### config.mk
export PLATFORM = sky130hd
export DESIGN_NAME = cmd_frame_rx
export DESIGN_NICKNAME = d
export VERILOG_FILES = /design/src/rtl/cfr_pkg.sv /design/src/rtl/cfr_phase.sv /design/src/rtl/cfr_run_ctr.sv /design/src/rtl/cfr_char_shift.sv /design/src/rtl/cmd_frame_rx.sv
export SDC_FILE = /design/constraint.sdc
export NUM_CORES = 1
export LEC_CHECK = 0
export BUFFER_PORTS_ARGS = -buffer_cell sky130_fd_sc_hd__buf_4
export CAP_MARGIN = 20
export CORE_MARGIN = 2
export CORE_UTILIZATION = 35
export CTS_CLUSTER_DIAMETER = 120
export DETAILED_ROUTE_END_ITERATION = 12
export GPL_ROUTABILITY_DRIVEN = 0
export PLACE_DENSITY = 0.65
export SLEW_MARGIN = 25
export SYNTH_ARGS = -nofsm -noshare
export SYNTH_HDL_FRONTEND = slang
export SYNTH_SLANG_ARGS = --single-unit
### constraint.sdc
create_clock -name clk -period 1.8 [get_ports clk]
set_input_delay 0.27 -clock clk [delete_from_list [all_inputs] [get_ports clk]]
set_output_delay 0.27 -clock clk [all_outputs]
set_load 0.005 [all_outputs]
### src/rtl/cfr_pkg.sv
package cfr_pkg;
   typedef enum logic [1:0] {
      ST_IDLE = 2'd0,
      ST_SOF  = 2'd1,
      ST_GAP  = 2'd2,
      ST_CHAR = 2'd3
   } rx_state_t;
endpackage

### src/rtl/cfr_phase.sv
// Sample-phase counter: wraps every OVS samples, flags the mid-bit sample.
module cfr_phase #(
   parameter int OVS = 4
) (
   input  logic clk,
   input  logic rst,
   input  logic clr,
   input  logic step,
   output logic mid
);
   localparam int PW  = (OVS > 2) ? $clog2(OVS) : 1;
   localparam int MID = OVS / 2;

   logic [PW-1:0] ph;
   logic [PW-1:0] ph_inc;

   generate
      if (OVS < 2 || (OVS % 2) != 0) begin : g_bad_ovs
         $error("cfr_phase: OVS must be even and at least 2");
      end
      if ((OVS & (OVS - 1)) == 0) begin : g_pow2
         assign ph_inc = ph + PW'(1);
      end else begin : g_wrap
         assign ph_inc = (ph == PW'(OVS - 1)) ? '0 : ph + PW'(1);
      end
   endgenerate

   always_ff @(posedge clk) begin
      if (rst || clr) ph <= '0;
      else if (step)  ph <= ph_inc;
   end

   assign mid = step && !clr && (ph_inc == PW'(MID));
endmodule

### src/rtl/cfr_run_ctr.sv
// Saturation-free run counter with clear priority.
module cfr_run_ctr #(
   parameter int W = 4
) (
   input  logic         clk,
   input  logic         rst,
   input  logic         clr,
   input  logic         inc,
   output logic [W-1:0] cnt
);
   generate
      if (W < 1) begin : g_bad_w
         $error("cfr_run_ctr: W must be positive");
      end
   endgenerate

   always_ff @(posedge clk) begin
      if (rst || clr) cnt <= '0;
      else if (inc)   cnt <= cnt + W'(1);
   end
endmodule

### src/rtl/cfr_char_shift.sv
// Right-shifting character register; new bits enter at the top.
module cfr_char_shift #(
   parameter int CHAR_W = 10
) (
   input  logic              clk,
   input  logic              rst,
   input  logic              clr,
   input  logic              shift,
   input  logic              din,
   output logic [CHAR_W-1:0] chr_nx,
   output logic              last
);
   localparam int CNW = $clog2(CHAR_W + 1);

   logic [CHAR_W-1:0] chr;
   logic [CNW-1:0]    cnt;

   generate
      if (CHAR_W < 3) begin : g_bad_w
         $error("cfr_char_shift: CHAR_W must be at least 3");
      end
   endgenerate

   assign chr_nx = {din, chr[CHAR_W-1:1]};
   assign last   = shift && (cnt == CNW'(CHAR_W - 1));

   always_ff @(posedge clk) begin
      if (rst || clr) begin
         chr <= '0;
         cnt <= '0;
      end else if (shift) begin
         chr <= chr_nx;
         cnt <= cnt + CNW'(1);
      end
   end

   a_r7_bit_count_bound : assert property (@(posedge clk) disable iff (rst)
      cnt <= CNW'(CHAR_W));
endmodule

### src/rtl/cmd_frame_rx.sv
module cmd_frame_rx #(
   parameter int OVS       = 4,
   parameter int DATA_W    = 8,
   parameter int SOF_MIN   = 10,
   parameter int SOF_MAX   = 12,
   parameter int GAP_MAX   = 25,
   parameter int MAX_BYTES = 256
) (
   input  logic                             clk,
   input  logic                             rst,
   input  logic                             smp_vld,
   input  logic                             smp_bit,
   output logic                             byte_vld,
   output logic [DATA_W-1:0]                byte_data,
   output logic                             frame_done,
   output logic [$clog2(MAX_BYTES+1)-1:0]   frame_len,
   output logic                             rx_err,
   output logic                             rx_active
);
   import cfr_pkg::*;

   localparam int CHAR_W = DATA_W + 2;
   localparam int LW     = $clog2(MAX_BYTES + 1);
   localparam int SW     = $clog2(SOF_MAX + 2);
   localparam int GW     = $clog2(GAP_MAX + 2);

   generate
      if (SOF_MIN < 1 || SOF_MIN > SOF_MAX) begin : g_bad_sof
         $error("cmd_frame_rx: need 1 <= SOF_MIN <= SOF_MAX");
      end
      if (GAP_MAX < 1) begin : g_bad_gap
         $error("cmd_frame_rx: GAP_MAX must be positive");
      end
      if (MAX_BYTES < 2) begin : g_bad_max
         $error("cmd_frame_rx: MAX_BYTES must be at least 2");
      end
   endgenerate

   rx_state_t st, st_n;
   logic [LW-1:0] bcnt, bcnt_n, bcnt_inc;
   logic [SW-1:0] sof_cnt, sof_nx;
   logic [GW-1:0] gap_cnt, gap_nx;
   logic [CHAR_W-1:0] chr_nx;
   logic mid, last;
   logic ph_clr, ph_step, sof_clr, sof_inc, gap_clr, gap_inc, sh_clr, sh_go;
   logic byte_go, done_go, err_go;

   cfr_phase #(.OVS(OVS)) u_phase (
      .clk(clk), .rst(rst), .clr(ph_clr), .step(ph_step), .mid(mid));

   cfr_run_ctr #(.W(SW)) u_sof_ctr (
      .clk(clk), .rst(rst), .clr(sof_clr), .inc(sof_inc), .cnt(sof_cnt));

   cfr_run_ctr #(.W(GW)) u_gap_ctr (
      .clk(clk), .rst(rst), .clr(gap_clr), .inc(gap_inc), .cnt(gap_cnt));

   cfr_char_shift #(.CHAR_W(CHAR_W)) u_shift (
      .clk(clk), .rst(rst), .clr(sh_clr), .shift(sh_go), .din(smp_bit),
      .chr_nx(chr_nx), .last(last));

   assign sof_nx   = sof_cnt + SW'(1);
   assign gap_nx   = gap_cnt + GW'(1);
   assign bcnt_inc = bcnt + LW'(1);

   always_comb begin
      st_n    = st;
      bcnt_n  = bcnt;
      ph_clr  = 1'b0;
      ph_step = 1'b0;
      sof_clr = 1'b0;
      sof_inc = 1'b0;
      gap_clr = 1'b0;
      gap_inc = 1'b0;
      sh_clr  = 1'b0;
      sh_go   = 1'b0;
      byte_go = 1'b0;
      done_go = 1'b0;
      err_go  = 1'b0;
      if (smp_vld) begin
         case (st)
            ST_IDLE: begin
               if (!smp_bit) begin
                  st_n    = ST_SOF;
                  ph_clr  = 1'b1;
                  sof_clr = 1'b1;
               end
            end
            ST_SOF: begin
               ph_step = 1'b1;
               if (mid) begin
                  if (smp_bit) begin
                     if (sof_cnt >= SW'(SOF_MIN)) begin
                        st_n    = ST_GAP;
                        gap_clr = 1'b1;
                        bcnt_n  = '0;
                     end else begin
                        st_n   = ST_IDLE;
                        err_go = 1'b1;
                     end
                  end else if (sof_nx > SW'(SOF_MAX)) begin
                     st_n   = ST_IDLE;
                     err_go = 1'b1;
                  end else begin
                     sof_inc = 1'b1;
                  end
               end
            end
            ST_GAP: begin
               if (smp_bit) begin
                  if (gap_nx > GW'(GAP_MAX)) begin
                     st_n   = ST_IDLE;
                     err_go = 1'b1;
                  end else begin
                     gap_inc = 1'b1;
                  end
               end else begin
                  st_n   = ST_CHAR;
                  ph_clr = 1'b1;
                  sh_clr = 1'b1;
               end
            end
            default: begin
               ph_step = 1'b1;
               if (mid) begin
                  sh_go = 1'b1;
                  if (last) begin
                     if (chr_nx[CHAR_W-1] && !chr_nx[0]) begin
                        byte_go = 1'b1;
                        bcnt_n  = bcnt_inc;
                        if (bcnt_inc == LW'(MAX_BYTES)) begin
                           st_n   = ST_IDLE;
                           err_go = 1'b1;
                        end else begin
                           st_n    = ST_GAP;
                           gap_clr = 1'b1;
                        end
                     end else if (chr_nx == '0) begin
                        st_n    = ST_IDLE;
                        done_go = (bcnt != '0);
                     end else begin
                        st_n   = ST_IDLE;
                        err_go = 1'b1;
                     end
                  end
               end
            end
         endcase
      end
   end

   always_ff @(posedge clk) begin
      if (rst) begin
         st         <= ST_IDLE;
         bcnt       <= '0;
         byte_vld   <= 1'b0;
         byte_data  <= '0;
         frame_done <= 1'b0;
         frame_len  <= '0;
         rx_err     <= 1'b0;
      end else begin
         st         <= st_n;
         bcnt       <= bcnt_n;
         byte_vld   <= byte_go;
         frame_done <= done_go;
         rx_err     <= err_go;
         if (byte_go) byte_data <= chr_nx[DATA_W:1];
         if (done_go) frame_len <= bcnt;
      end
   end

   assign rx_active = (st == ST_GAP) || (st == ST_CHAR);

   // a cycle without a sample produces no event in the next cycle
   a_r2_quiet_without_sample : assert property (@(posedge clk) disable iff (rst)
      !smp_vld |=> !(byte_vld || frame_done || rx_err));

   a_r12_done_err_exclusive : assert property (@(posedge clk) disable iff (rst)
      !(frame_done && rx_err));
   a_r8_len_nonzero : assert property (@(posedge clk) disable iff (rst)
      frame_done |-> frame_len != '0);
   a_r11_len_below_max : assert property (@(posedge clk) disable iff (rst)
      frame_done |-> frame_len < LW'(MAX_BYTES));
   a_r3_accept_on_high : assert property (@(posedge clk) disable iff (rst)
      $rose(rx_active) |-> $past(smp_vld && smp_bit));
   a_r9_quiet_exit_on_low : assert property (@(posedge clk) disable iff (rst)
      ($fell(rx_active) && !rx_err) |-> $past(smp_vld && !smp_bit));
   a_r7_byte_from_active : assert property (@(posedge clk) disable iff (rst)
      byte_vld |-> $past(rx_active));
   a_r11_overflow_flags : assert property (@(posedge clk) disable iff (rst)
      (byte_vld && !rx_active) |-> rx_err);
endmodule

---- Word level (Yosys, flattened, before mapping) ----
Cells that the tools add are included.
storage, ports and cells
  word-level logic and storage cells ...... 129
  register bits after elaboration ......... 56
  output and inout port bits .............. 21
  bits of input ports ..................... 4
cells by class
  reduce and logical (&&, ||, !) cells .... 23
  add/subtract/negate cells ............... 5
  $lt $le $gt $ge ......................... 3
  mux-type cells .......................... 72
  bitwise gates (word level) .............. 2
  eq/ne operators ......................... 12
operator list
  kind                 number
  $mux 9               6
  $mux 1               51
  $mux 2               11
  $pmux 9 s2           1
  $reduce_and 7->1     2
  $logic_not 10->1     1
  $add 9x1->9 const B  1
  $eq 9x9->1 const B   1
  $reduce_bool 9->1    1
  $add 4x1->4 const B  2
  $ne 2x2->1 const B   4
  $eq 2x2->1 const B   3
  $ne 3x3->1 const B   2
  $pmux 2 s3           1
  $add 5x1->5 const B  1
  $gt 5x5->1 const B   1
  $logic_or 1x1->1     5
  $eq 4x4->1 const B   1
  $ge 4x4->1 const B   1
  $gt 4x4->1 const B   1
  $logic_and 1x1->1    4
  $reduce_bool 2->1    2
  $reduce_bool 4->1    1
  $reduce_or 2->1      2
  9 further kinds      11

---- Logic depth before layout (Yosys ltp) ----
Gate-level depths: netlist of the first run.
  depth after elaboration ................. 16
  mapped depth ............................ 9
  depth with buffers taken out ............ 7

---- Cells and area by module ----
From an unflattened synthesis of the first run, not the netlist that was laid out.
second synthesis, totals
  cell total of the unflattened synthesis .. 303
  area total of the unflattened synthesis .. 2747.6 µm²
by module, submodules not included
  module                    cells each  area each (µm²)  sequential area each (µm²)  times used
  cmd_frame_rx              203         1650.3           620.6                       1
  cfr_char_shift            51          586.8            260.2                       1
  cfr_run_ctr at u_gap_ctr  23          239.0            100.1                       1
  cfr_run_ctr at u_sof_ctr  17          177.7            80.1                        1
  cfr_phase                 9           93.8             40.0                        1

---- Worst setup path before layout of the first run ----
No wires, ideal clock.
  path type ............................... reg-to-reg
  from .................................... register u_phase.ph[0]
  to ...................................... register frame_len[8]
  setup time .............................. 128 ps
  setup slack ............................. 20 ps
  arrival ................................. 1652 ps
  cell stages (with the launch flop) ...... 9
  clock period less this slack ............ 1780 ps
  buffers on the path ..................... 2
  data required time ...................... 1672 ps
  path through ............................ dfxtp_1 ha_1 and4_1 buf_2 nand2_1 nor3_1 buf_2 mux2i_1 nor2_1
between the ends
  word-level cells in the longest chain between the ends .. 11
RTL lines
  what                    RTL line              RTL
  start, declared         cfr_phase.sv:14       logic [PW-1:0] ph;
  start signal, assigned  cfr_phase.sv:30       else if (step) ph <= ph_inc;
  $add 2x1->2 *           cfr_phase.sv:22       assign ph_inc = ph + PW'(1);
  $eq 2x2->1 *            cfr_phase.sv:33       assign mid = step && !clr && (ph_inc == PW'(MID));
  $logic_and 1x1->1 *     cfr_phase.sv:33
  $mux 1                  cmd_frame_rx.sv:124   if (mid) begin
  $mux 1                  cmd_frame_rx.sv:80    case (st)
  $mux 1                  cmd_frame_rx.sv:79    if (smp_vld) begin
  $logic_and 1x1->1       cfr_char_shift.sv:25  assign last = shift && (cnt == CNW'(CHAR_W - 1));
  $mux 1                  cmd_frame_rx.sv:126   if (last) begin
  $mux 1 *                cmd_frame_rx.sv:124
  $mux 1 *                cmd_frame_rx.sv:80
  $mux 1 *                cmd_frame_rx.sv:79
  end signal, assigned    cmd_frame_rx.sv:167   if (done_go) frame_len <= bcnt;
  end, declared           cmd_frame_rx.sv:16    output logic [$clog2(MAX_BYTES+1)-1:0] frame_len,
Every way passes the cells marked *; elsewhere a longest branch is shown, timed or not.
A chain may end at the register's enable or synchronous reset.

---- Final worst setup path of the first run ----
  from .................................... register bcnt[4]
  to ...................................... register u_gap_ctr.cnt[3]
between the ends
  word-level cells in the longest chain between the ends .. 9
RTL lines
  what                    RTL line             RTL
  start, declared         cmd_frame_rx.sv:40   logic [LW-1:0] bcnt, bcnt_n, bcnt_inc;
  start signal, assigned  cmd_frame_rx.sv:162  bcnt <= bcnt_n;
  $add 9x1->9             cmd_frame_rx.sv:63   assign bcnt_inc = bcnt + LW'(1);
  $eq 9x9->1              cmd_frame_rx.sv:130  if (bcnt_inc == LW'(MAX_BYTES)) begin
  $mux 1                  cmd_frame_rx.sv:130
  $mux 1                  cmd_frame_rx.sv:127  if (chr_nx[CHAR_W-1] && !chr_nx[0]) begin
  $mux 1                  cmd_frame_rx.sv:126
  $mux 1                  cmd_frame_rx.sv:124
  $pmux 1 s2              cmd_frame_rx.sv:80
  $mux 1                  cmd_frame_rx.sv:79
  $logic_or 1x1->1        cfr_run_ctr.sv:18    if (rst || clr) cnt <= '0;
  end signal, assigned    cfr_run_ctr.sv:19    else if (inc) cnt <= cnt + W'(1);
  end, declared           cfr_run_ctr.sv:9     output logic [W-1:0] cnt
No other way between the ends.

==> results of run 1 <==
==> cell usage after synthesis, drive strengths merged (2+ instances only) <==
cell     n
dfxtp   55
nand2   50
nor2    37
a21oi   34
nand3   13
inv     11
clkbuf  10
mux2i   10
xnor2   10
ha       9
a311oi   7
o21ai    7
buf      6
nor2b    6
nor3     6
nand4    5
nor4     5
a211oi   4
and3     4
a31oi    3
nand2b   3
or4      3
a31o     2
and2     2
nor3b    2
o211ai   2
o31ai    2
xor2     2
==> stage by stage <==
step / total power [mW] / cell area (um^2)
2_1_floorplan: 1.339 / 2641
3_3_place_gp: 1.388 / 3136
3_5_place_dp: 1.389 / 3136
4_1_cts: 2.136 / 3259
5_1_grt: 2.204 / 3408
6_report: 2.118 / 3408
==> repair_timing <==
action | CTS | global route
gates cloned | 0 | 1
pin swaps | 4 | 2
gates resized for setup | 5 | 32
hold endpoints to repair | 0 | 0
hold buffers | 0 | 0
setup buffers | 1 | 4
setup endpoints to repair | 16 | 35
==> flip-flops by register name, indices dropped and copies added, names as in the netlist <==
name,flops
u_shift.chr,9
st,2
byte_data,8
u_gap_ctr.cnt,5
rx_err,1
u_shift.cnt,4
frame_done,1
byte_vld,1
u_sof_ctr.cnt,4
frame_len,9
bcnt,9
u_phase.ph,2
==> power by group <==
part | total [mW] | switching [mW] | internal, mW
Clock | 0.751 | 0.461 | 0.290
Sequential | 1.23 | 0.00628 | 1.22
Combinational | 0.138 | 0.0838 | 0.0543
Total | 2.12 | 0.552 | 1.57
==> critical path: cells and delay by family (launching register included) <==
family	cells	cell delay (ps)
AND/OR/NAND/NOR	3	960
AO/OA/AOI/OAI	2	490
flip-flops	1	330
==> metal layers <==
layer | global-route usage | vias to the layer above
met2 | 0.2388 | 32
met1 | 0.1995 | 1146
met4 | 0.05429 | 0
li1 | - | 1251
met5 | 0 | -
met3 | 0.02337 | 6
==> worst max-delay path by stage <==
stage | slack, ps | to | depth (start not counted) | startpoint
after floorplan | 20 | frame_len[8]$_SDFFE_PP0P_ | 8 | u_phase.ph[0]$_SDFFE_PP0N_
after global placement | -20 | frame_len[7]$_SDFFE_PP0P_ | 6 | bcnt[4]$_SDFFE_PP0P_
after detailed placement | -20 | frame_len[0]$_SDFFE_PP0P_ | 6 | bcnt[4]$_SDFFE_PP0P_
after CTS | -20 | u_gap_ctr.cnt[4]$_SDFFE_PP0P_ | 5 | bcnt[4]$_SDFFE_PP0P_
after global routing | -130 | u_gap_ctr.cnt[4]$_SDFFE_PP0P_ | 5 | bcnt[4]$_SDFFE_PP0P_
final | -40 | u_gap_ctr.cnt[3]$_SDFFE_PP0P_ | 5 | bcnt[4]$_SDFFE_PP0P_
==> logic make-up after synthesis <==
kind of cell	Yosys count
AND/OR/NAND/NOR	142
AO/OA/AOI/OAI	69
XOR/XNOR	12
adder cells (fa/ha/maj)	9
flip-flops	55
multiplexers	10
buffers and inverters	27
==> layout make-up <==
type                       count  area share
multi-input combinational    242      0.4552
sequential                    55      0.3249
timing repair buffer          64      0.1432
tap                           99     0.03634
clock buffer                   5     0.02019
inverter                      11     0.01211
clock inverter                 3    0.008076
==> results_dict.tcl, run 1 <==
set metrics [dict create \
    final_core_util 0.4674 \
    postRouteAntennaNets 0 \
    first_iter_violations 63 \
    core_um2 7292 \
    setup_viol 5 \
    post-place-ws_ps -21.84 \
    ys_ff_latch 55 \
    slew_viol_final 0 \
    cap_violations 0 \
    rr_worst_depth 5 \
    seqCellArea_um2 1107 \
    critPathRequiredTime_ps 2070 \
    async_flop_share 0 \
    initial_utilization 0.3622 \
    clkSlewWorstSetupHoldPaths_ps 110 \
    dr.pass1.iters 4 \
    wl_mm 6.091 \
    synthAdderAreaFrac 0.04263 \
    fillCellCount 738 \
    fin_worst_skew_ps 6.329 \
    row_count 31 \
    crit_slowest_cell "or4_4" \
    syn_inst 324 \
    worstMarginPinSlew_ps 444.2 \
    die_h_um 90.87 \
    reg2reg_to "u_gap_ctr.cnt[3]$_SDFFE_PP0P_" \
    min_to "st[0]$_SDFFE_PP0P_" \
    drive_gt1_frac 0.2684 \
    synthesis.nets 337 \
    hp-class "in2reg" \
    port_buffers 24 \
    worst_setup_path_start_kind "flop" \
    cpPeakStageDelay_ps 570 \
    dp_cells 465 \
    critPathKind "reg2reg" \
    finalHoldViolCount 0 \
    dieArea_um2 8257 \
    p_leak_nw 1.282 \
    rsz0062_at_grt "true" \
    synth_edf_count 0 \
    insertion_delay_ps 320 \
    fin_crit_ps 1842 \
    r2r-start "bcnt[4]$_SDFFE_PP0P_" \
    met2_length_mm 2.900 \
    clock_sinks 55 \
    vias_per_cell 5.084 \
    grt-ovfl-total 0 \
    min_period_over_period 1.023 \
    grt_pass1_wl_mm 10.21 \
    synth_ff_type "dfxtp_1" \
    synth_xor_area_frac 0.03979 \
    postLayoutSetupSlackWorst_ps -42.21 \
    synth-simple-area-share 0.2596 \
    violations "negative setup slack" \
    nets 392 \
    drt-met1-wl_mm 2.951 \
    cts_tree "done" \
    synth_top_family_by_area "simple AND/OR/NAND/NOR gates" \
    cts_buffers 5 \
    synth_area_leaders "dfxtp_1 (42%), nand2_1 (7.1%), a21oi_1 (6.4%)" \
    synth-compound-area-share 0.1630 \
    grt_max_degree 28 \
    end_kind "flop" \
    htreeDepth 2 \
    hold_depth 2 \
    hold_start "rst" \
    num_io_pins 25 \
    crit_fanout 5 \
    crit_path_cell_trace "or4_4 > nor4b_4 > o21ai_2 > a211o_4 > nor2_1" \
    drc_errors 0 \
    grtUsageTotal 0.1479 \
    routed.top_layer "met4" \
    vias 2435 \
    status "complete, but fails checks" \
    slew_headroom 0.7018 \
    synth_mux_area_frac 0.03790 \
    dp_hpwl_mm 4.251 \
    power.density_nw_per_um2 621.5 \
    synthDistinctLibCells 47 \
    routed-wl-met3_um 163 \
    syn2layout_area_growth_pct 29.04 \
    synth_top_area_share 0.4169 \
    antenna_cells 0 \
    synth_warnings 0 \
    antenna_found_initial 0 \
    fmaxAchievable_ghz 0.5428 \
    yosysSeqAreaShare 0.4169 \
    root_buffer "clkbuf_8" \
    critPathArrivalTime_ps 2110 \
    timing.hold.ws_ps 207.9 \
    final.setup.tns_ps -180.6 \
    grt_pass1_vias 2266 \
    multi_input_area_um2 1551 \
    synth_top_cell_by_area "dfxtp_1" \
    ir_drop_uv 284.4 \
    mostFrequentLayoutCells "buf_4 (62), dfxtp_1 (50), nand2_1 (49)" \
    mostFrequentLayoutCell "buf_4" \
    final_cells 479 \
    fp.dieW_um 90.87 \
    wl_per_cell_um 12.72 \
    syn_area_per_cell_um2 8.152 \
    clock_path_buffers 2 \
    syn_area_um2 2641 \
    r2r_slack_ps -40 \
]
Power figures use the tool's default switching activity.
==> run 2: changes to the inputs <==
- CELL_PAD_IN_SITES_DETAIL_PLACEMENT: unset -> 1
- CELL_PAD_IN_SITES_GLOBAL_PLACEMENT: unset -> 1
- PLACE_DENSITY: 0.65 -> 0.79
==> run 2 against run 1 <==
- combinational power hardly changed
- die area is the same
- fmax about the same
- the flow still finishes with violations (negative setup slack)
- via count grew 3.3%
- largest power group unchanged
- non-clock buffer count is 1 higher
- highest routed layer unchanged
- critical path depth is the same
- sequential power barely moved
==> results_dict.tcl, run 2 (synthesized netlist as in run 1, its figures left out) <==
set metrics [dict create \
    status "complete, but fails checks" \
    violations "negative setup slack" \
    cap_violations 0 \
    initial_utilization 0.3622 \
    critPathBufInv 0 \
    use_met2 0.3197 \
    hold_start "rst" \
    fp.dieW_um 90.87 \
    grt.busiest_layer "met2" \
    grtUsageTotal 0.1783 \
    postLayoutSetupSlackWorst_ps -42.79 \
    grt_pass1_vias 2608 \
    dp_hpwl_mm 5.252 \
    wl_mm 7.540 \
    fin_worst_skew_ps 7.425 \
    drive_gt1_frac 0.2677 \
    vias_per_cell 5.240 \
    reg2reg_to "u_gap_ctr.cnt[0]$_SDFFE_PP0P_" \
    fin_crit_ps 1843 \
    clock_sinks 55 \
    num_io_pins 25 \
    clock_path_buffers 2 \
    end_kind "flop" \
    rr_worst_depth 5 \
    pwr-share-seq 0.585 \
    syn2layout_area_growth_pct 28.99 \
    critPathRequiredTime_ps 2050 \
    slew_headroom 0.7102 \
    rsz0062_at_grt "true" \
    mostFrequentLayoutCells "buf_4 (62), dfxtp_1 (50), nand2_1 (49)" \
    row_count 31 \
    setup_viol 8 \
    mostFrequentLayoutCell "buf_4" \
    antenna_cells 0 \
    crit_fanout 5 \
    insertion_delay_ps 320 \
    cts_tree "done" \
    cts_hold_buf 0 \
    cpPeakStageDelay_ps 570 \
    ir_drop_uv 263.6 \
    power_frac_comb 0.067 \
    clkPwrFrac 0.347 \
    grt_pass1_wl_mm 12.21 \
    worst_setup_path_start_kind "flop" \
    min_period_over_period 1.024 \
    crit_slowest_cell "or4_4" \
    power.density_nw_per_um2 616.5 \
    grtUsageMet1 0.2170 \
    clkSlewWorstSetupHoldPaths_ps 100 \
    critPathArrivalTime_ps 2100 \
    hold_depth 2 \
    r2r-start "bcnt[4]$_SDFFE_PP0P_" \
    reg.largest.list "bcnt (9), frame_len (9), u_shift.chr (9)" \
    switching_power_mw 0.5387 \
    r2r_slack_ps -40 \
    antenna_found_initial 0 \
    dr.pass1.iters 4 \
    post-place-ws_ps -55.29 \
    total_power_mw 2.101 \
    critPathKind "reg2reg" \
    placed_area_um2 3136 \
    cts_buffers 5 \
    postRouteAntennaNets 0 \
    htreeDepth 2 \
    fin_area_um2 3407 \
    grt_util_met3 0.03005 \
    wl_per_cell_um 15.71 \
    port_buffers 24 \
    fmaxAchievable_ghz 0.5427 \
    finalHoldViolCount 0 \
    grt_max_degree 28 \
    hp-class "in2reg" \
    switching_share 0.2564 \
    vias 2515 \
    die_h_um 90.87 \
    crit_family "simple AND/OR/NAND/NOR gates" \
    root_buffer "clkbuf_8" \
    first_iter_violations 35 \
    fillCellCount 896 \
    drc_errors 0 \
    dieArea_um2 8257 \
    worstMarginPinSlew_ps 430.8 \
    intPower_mw 1.562 \
    nets 393 \
    grt-ovfl-total 0 \
    min_to "u_phase.ph[0]$_SDFFE_PP0N_" \
    core_um2 7292 \
    p_leak_nw 1.298 \
    crit_path_cell_trace "or4_4 > nor4b_4 > o21ai_2 > a211o_2 > nor2_1" \
    slew_viol_final 0 \
]
==> run 2: cell count changes in the layout (fill, tap and decap cells not counted), sizes merged <==
cell and change:
buf +1, clkinv +1, inv -1
==> run 2: worst max-delay path by stage <==
stage	startpoint	endpoint	slack (ps)	cells after the start
2_1_floorplan	u_phase.ph[0]$_SDFFE_PP0N_	frame_len[8]$_SDFFE_PP0P_	20	8
3_3_place_gp	bcnt[4]$_SDFFE_PP0P_	frame_len[7]$_SDFFE_PP0P_	-20	6
3_5_place_dp	bcnt[4]$_SDFFE_PP0P_	frame_len[0]$_SDFFE_PP0P_	-60	6
4_1_cts	bcnt[4]$_SDFFE_PP0P_	frame_len[0]$_SDFFE_PP0P_	-10	6
5_1_grt	bcnt[4]$_SDFFE_PP0P_	u_gap_ctr.cnt[1]$_SDFFE_PP0P_	-130	5
6_report	bcnt[4]$_SDFFE_PP0P_	u_gap_ctr.cnt[0]$_SDFFE_PP0P_	-40	5
==> run 2: final cells by class <==
type / count / area [um^2] / area share
multi-input combinational: 242 / 1539 / 0.4517
sequential: 55 / 1107 / 0.3250
timing repair buffer: 65 / 499.2 / 0.1465
tap: 99 / 123.9 / 0.03636
clock buffer: 5 / 68.82 / 0.02020
inverter: 11 / 41.29 / 0.01212
clock inverter: 3 / 27.53 / 0.008079
==> run 2: worst reg2reg max path, delay by kind of cell, from the launching register on <==
| kind | cells | cell delay [ps] |
|---|---|---|
| AOI/OAI and AO/OA | 2 | 480 |
| and+or+nand+nor | 3 | 970 |
| DFF | 1 | 340 |
==> run 2: power by group through the flow <==
| stage | Clock (mW) | Sequential, mW | Combinational, mW |
|---|---|---|---|
| 2_1_floorplan | 0 | 1.26 | 0.0832 |
| 3_3_place_gp | 0 | 1.26 | 0.131 |
| 3_5_place_dp | 0 | 1.26 | 0.134 |
| 4_1_cts | 0.747 | 1.23 | 0.136 |
| 5_1_grt | 0.800 | 1.23 | 0.157 |
| 6_report | 0.730 | 1.23 | 0.141 |
==> run 2: per-layer routing <==
| metal | vias to the layer above | part of all wire |
|---|---|---|
| met4 | 0 | 0.014 |
| met3 | 10 | 0.020 |
| met2 | 27 | 0.53 |
| met1 | 1230 | 0.44 |
| met5 | - | 0 |
| li1 | 1248 | - |
==> run 2: timing repair <==
item / 4_1_cts / 5_1_grt
setup buffers: 4 / 2
endpoints found under the setup margin: 18 / 34
gates cloned: 0 / 1
resized for setup: 7 / 30
pin swaps: 1 / 5
==> run 2: stage by stage <==
stage / cells / util / hold WS [ps] / TNS, ps
floorplan: 324 / - / 452.7 / 0
global placement: 465 / 0.4300 / 444.8 / -146.9
detailed placement: 465 / 0.4300 / 454.4 / -238.5
CTS: 477 / 0.4508 / 205.9 / -25.51
global route: 480 / 0.4672 / 217.2 / -1233
finish: 480 / 0.4672 / 209.9 / -229.3
